### config.mk
export PLATFORM = sky130hd
export DESIGN_NAME = bus_xchg
export DESIGN_NICKNAME = d
export VERILOG_FILES = /design/src/rtl/bus_xchg_pkg.sv /design/src/rtl/bus_xchg_ctrl.sv /design/src/rtl/bus_xchg_datapath.sv /design/src/rtl/bus_xchg.sv
export SDC_FILE = /design/constraint.sdc
export NUM_CORES = 1
export LEC_CHECK = 0
export BUFFER_PORTS_ARGS = -buffer_cell sky130_fd_sc_hd__buf_4
export CAP_MARGIN = 20
export CORE_MARGIN = 2
export CORE_UTILIZATION = 50
export CTS_CLUSTER_DIAMETER = 200
export CTS_CLUSTER_SIZE = 10
export DETAILED_ROUTE_END_ITERATION = 12
export PLACE_DENSITY = 0.76
export SLEW_MARGIN = 15
export SYNTH_ARGS = -nofsm -noshare
export SYNTH_HDL_FRONTEND = slang
export SYNTH_HIERARCHICAL = 1
export SYNTH_SLANG_ARGS = --single-unit
### constraint.sdc
create_clock -name clk -period 2.3 [get_ports clk]
set_input_delay 0.46 -clock clk [delete_from_list [all_inputs] [get_ports clk]]
set_output_delay 0.46 -clock clk [all_outputs]
set_load 0.005 [all_outputs]
### src/rtl/bus_xchg_pkg.sv
package bus_xchg_pkg;
  // Strobes passed from control to datapath each cycle.
  typedef struct packed {
    logic loadFirst;  // first 1B pipeline stage
    logic loadWide;   // later 1B stages and 2B register
    logic capLow;     // 1B-to-A capture
    logic capHigh;    // 2B-to-A capture
    logic pickHigh;   // registered A source select
  } xchg_strobe_t;
endpackage

### src/rtl/bus_xchg_ctrl.sv
module bus_xchg_ctrl
  import bus_xchg_pkg::*;
(
  input  logic         clk,
  input  logic         rst,
  input  logic         ldFirstN,
  input  logic         ldWideN,
  input  logic         capB1N,
  input  logic         capB2N,
  input  logic         pickB2,
  input  logic         oeAN,
  input  logic         oeBN,
  output xchg_strobe_t strb,
  output logic         aOeN,
  output logic         bOeN
);
  logic pickQ;
  logic oeAQ;
  logic oeBQ;

  // Direction-related controls pass through a register.
  always_ff @(posedge clk) begin
    if (rst) begin
      pickQ <= 1'b0;
      oeAQ  <= 1'b1;
      oeBQ  <= 1'b1;
    end else begin
      pickQ <= pickB2;
      oeAQ  <= oeAN;
      oeBQ  <= oeBN;
    end
  end

  always_comb begin
    strb.loadFirst = ~ldFirstN;
    strb.loadWide  = ~ldWideN;
    strb.capLow    = ~capB1N;
    strb.capHigh   = ~capB2N;
    strb.pickHigh  = pickQ;
  end

  assign aOeN = oeAQ;
  assign bOeN = oeBQ;
endmodule

### src/rtl/bus_xchg_datapath.sv
module bus_xchg_datapath
  import bus_xchg_pkg::*;
#(
  parameter int W     = 12,
  parameter int DEPTH = 2
) (
  input  logic         clk,
  input  logic         rst,
  input  xchg_strobe_t strb,
  input  logic [W-1:0] aIn,
  input  logic [W-1:0] b1In,
  input  logic [W-1:0] b2In,
  output logic [W-1:0] aOut,
  output logic [W-1:0] b1Out,
  output logic [W-1:0] b2Out
);
  localparam int LAST = DEPTH - 1;

  logic [W-1:0] lowPipe [DEPTH];
  logic [W-1:0] highReg;
  logic [W-1:0] capLowQ;
  logic [W-1:0] capHighQ;

  // Low-half pipeline: stage 0 takes the narrow word, later stages advance with the wide load.
  for (genvar g = 0; g < DEPTH; g++) begin : g_stage
    if (g == 0) begin : g_head
      always_ff @(posedge clk) begin
        if (rst)                 lowPipe[g] <= '0;
        else if (strb.loadFirst) lowPipe[g] <= aIn;
      end
    end else begin : g_tail
      always_ff @(posedge clk) begin
        if (rst)                lowPipe[g] <= '0;
        else if (strb.loadWide) lowPipe[g] <= lowPipe[g-1];
      end
    end
  end

  always_ff @(posedge clk) begin
    if (rst) begin
      highReg  <= '0;
      capLowQ  <= '0;
      capHighQ <= '0;
    end else begin
      if (strb.loadWide) highReg  <= aIn;
      if (strb.capLow)   capLowQ  <= b1In;
      if (strb.capHigh)  capHighQ <= b2In;
    end
  end

  assign b1Out = lowPipe[LAST];
  assign b2Out = highReg;
  assign aOut  = strb.pickHigh ? capHighQ : capLowQ;
endmodule

### src/rtl/bus_xchg.sv
module bus_xchg
  import bus_xchg_pkg::*;
#(
  parameter int W = 12
) (
  input  logic         clk,
  input  logic         rst,
  input  logic [W-1:0] aIn,
  output logic [W-1:0] aOut,
  output logic         aOeN,
  input  logic [W-1:0] b1In,
  output logic [W-1:0] b1Out,
  input  logic [W-1:0] b2In,
  output logic [W-1:0] b2Out,
  output logic         bOeN,
  input  logic         ldFirstN,
  input  logic         ldWideN,
  input  logic         capB1N,
  input  logic         capB2N,
  input  logic         pickB2,
  input  logic         oeAN,
  input  logic         oeBN
);
  xchg_strobe_t strb;

  bus_xchg_ctrl u_ctrl (
    .clk(clk), .rst(rst),
    .ldFirstN(ldFirstN), .ldWideN(ldWideN),
    .capB1N(capB1N), .capB2N(capB2N),
    .pickB2(pickB2), .oeAN(oeAN), .oeBN(oeBN),
    .strb(strb), .aOeN(aOeN), .bOeN(bOeN)
  );

  bus_xchg_datapath #(.W(W), .DEPTH(2)) u_dp (
    .clk(clk), .rst(rst), .strb(strb),
    .aIn(aIn), .b1In(b1In), .b2In(b2In),
    .aOut(aOut), .b1Out(b1Out), .b2Out(b2Out)
  );
endmodule

==> flow_metrics.py <==
metrics = {
    "timing": {
        "rsz0062_at_grt": "no",
        "tns_ps": 0,
        "worst_pin_slew_ps": 651,
        "fin_skew_ps": 2.09,
        "timing.hold.ws_ps": 310,
        "setup_viol": 0,
        "slew_headroom": 0.566,
        "hold_violations": 0,
        "drv_slew": 0,
        "min_period_ps": 1990,
        "post-route-period-util": 0.867,
        "max_freq_ghz": 0.501,
    },
    "detailed_routing": {
        "ant_nets": 0,
        "viasPerCell": 4.54,
        "vias": 1584,
        "drtIter0Drc": 38,
        "post_drt_wl_per_cell_microns": 12.7,
        "wirelength_microns": 4430,
        "firstDrtPassIters": 4,
        "drcViolationCount": 0,
    },
    "placed_design": {
        "io_buffers": 82,
        "dpl_cell_area_sq_mm": 0.00307,
        "gp_congestion": 0.766,
        "dp_hpwl_microns": 3170,
    },
    "logic_synthesis": {
        "synth.distinct_cells": 15,
        "yosys-top-cells-area": "dfxtp_1 32%, edfxtp_1 29%, mux2i_1 15%",
        "post_synth_instance_area_sq_mm": 0.00247,
        "synth_top_area_share": 0.316,
        "yosys_warnings": 6,
        "syn_avg_cell_area_sq_um": 12.7,
        "syn_inst": 194,
        "syn-num-nets": 239,
        "ys_ff_latch": 63,
        "synth_top_cell_by_area": "dfxtp_1",
        "ys_seq_area_frac": 0.607,
    },
    "power": {
        "p_int_uw": 1840,
        "comb_power_share": 0.112,
        "p_leak_uw": 0.00154,
        "ir_worst_vdd_mv": 0.378,
        "p_sw_frac": 0.218,
        "pwr-share-seq": 0.535,
        "power_switching_uw": 513,
        "power_density_mw_per_mm2": 728,
        "pwr-share-clk": 0.353,
    },
    "die": {
        "dieArea_sq_mm": 0.00552,
        "num_rows": 25,
        "dieHeight_microns": 74.3,
        "start_util": 0.520,
        "core_area_sq_mm": 0.00475,
        "dieWidth_microns": 74.3,
        "io_pins": 83,
    },
    "layout": {
        "drive_above_1_share": 0.394,
        "fin_area_sq_mm": 0.00324,
        "syn2layout_area_growth_pct": 30.9,
        "finalNetCount": 322,
        "layout_commonest_cell": "buf_4",
        "diodes": 0,
        "layout_common_cells": "84 x buf_4, 39 x dfxtp_1, 36 x mux2i_1, 36 x nor2_1",
    },
    "clock_tree": {
        "ctsRootBufferMaster": "clkbuf_8",
        "cts-resized-gates": 0,
        "insertion_delay_ps": 320,
        "htreeDepth": 3,
        "cts_tree": "yes",
        "clock_sinks": 63,
        "clk_pin_slew_worst_paths_ps": 60,
        "post_cts_buffers": 0,
        "cts_buffer_depth": 2,
        "cts_hold_buf": 0,
        "cts_buffers": 9,
    },
    "min_path": {
        "hp-class": "input pin to register",
    },
    "worst_setup_path": {
        "cp.arrival_ps": 1530,
        "worst_setup_path_start_kind": "register",
        "crit_required_ps": 1840,
        "end_kind": "primary output",
        "critical_path_class": "register to primary output",
        "path_max_fanout": 12,
    },
    "global_routing": {
        "grt_antenna_before_repair": 0,
        "grt_util_all_layers": 0.173,
        "grt_max_degree": 44,
        "overflow": 0,
        "met3_usage": 0.0556,
        "grt_busiest_layer": "met2",
        "grt_pass1_wl_microns": 6930,
        "met2_usage": 0.276,
        "grt_pass1_vias": 1500,
        "use_met1": 0.202,
    },
    "run_status": {
        "status": "completed",
    },
    "flow_run": {
        "cap_violations": 0,
    },
}
[final timing paths]
kind | startpoint | endpoint | slack, ps | cells past startpoint
setup / recovery | u_ctrl/pickQ | aOut[9] | 310 | 2
hold / removal | oeBN | u_ctrl/bOeN | 310 | 2
setup reg to reg | u_dp/lowPipe[0][6] | u_dp/lowPipe[1][6] | 1530 | 1
hold reg to reg | u_dp/b2Out[2] | u_dp/b2Out[2] | 490 | 2
[synth_stat cells]
library cell / n
dfxtp_1: 39
mux2i_1: 36
nor2_1: 36
and2_1: 24
edfxtp_1: 24
mux2_2: 12
buf_6: 9
inv_1: 4
or2_1: 3
buf_4: 2
buf_2: 1
nor2b_1: 1
nor2b_2: 1
nor2b_4: 1
or2_2: 1
[metal layers]
metal | routed length, microns | share of wire
met1 | 1890 | 0.43
met2 | 2150 | 0.48
met3 | 276 | 0.062
met4 | 114 | 0.026
met5 | 0 | 0
[layout make-up]
| cell class | instances | area, sq um |
|---|---|---|
| sequential | 63 | 1500 |
| inverter | 4 | 15.0 |
| clock buffer | 15 | 166 |
| fill | 371 | 1520 |
| timing repair buffer | 84 | 631 |
| clock inverter | 1 | 5.00 |
| tap | 67 | 83.8 |
| multi-input combinational | 115 | 835 |
[power groups by stage]
stage / Clock (uW) / Sequential, uW / Combinational (uW)
global placement: 0 / 1290 / 262
finish: 831 / 1260 / 263
detailed placement: 0 / 1290 / 266
global route: 895 / 1270 / 288
floorplan: 0 / 1280 / 138
CTS: 850 / 1260 / 267
[cell families after synthesis]
logic type	Yosys count	share of synthesized area
buffers and inverters	16	0.0552
and+or+nand+nor	67	0.137
DFF	63	0.607
muxes	48	0.200
[through the flow]
stage               power [uW]  utilization  setup slack (ps)  instances
finish                    2360        0.681               306        349
global placement          1550        0.645               636        333
CTS                       2380        0.681               294        349
global route              2450        0.681               227        349
floorplan                 1420            -               842        194
detailed placement        1550        0.645               628        333
[sequential cells by signal, summed over array words and instances, names as in the netlist]
name,flops
u_dp/lowPipe,24
u_ctrl/aOeN,1
u_dp/capLowQ,12
u_dp/b2Out,12
u_dp/capHighQ,12
u_ctrl/bOeN,1
u_ctrl/pickQ,1
[worst max-delay path: stages, from the launching register on]
cell     delay [ps]
dfxtp_1         660
mux2_2          410
buf_4           140
Note: power is estimated with default switching activity, not from simulation.
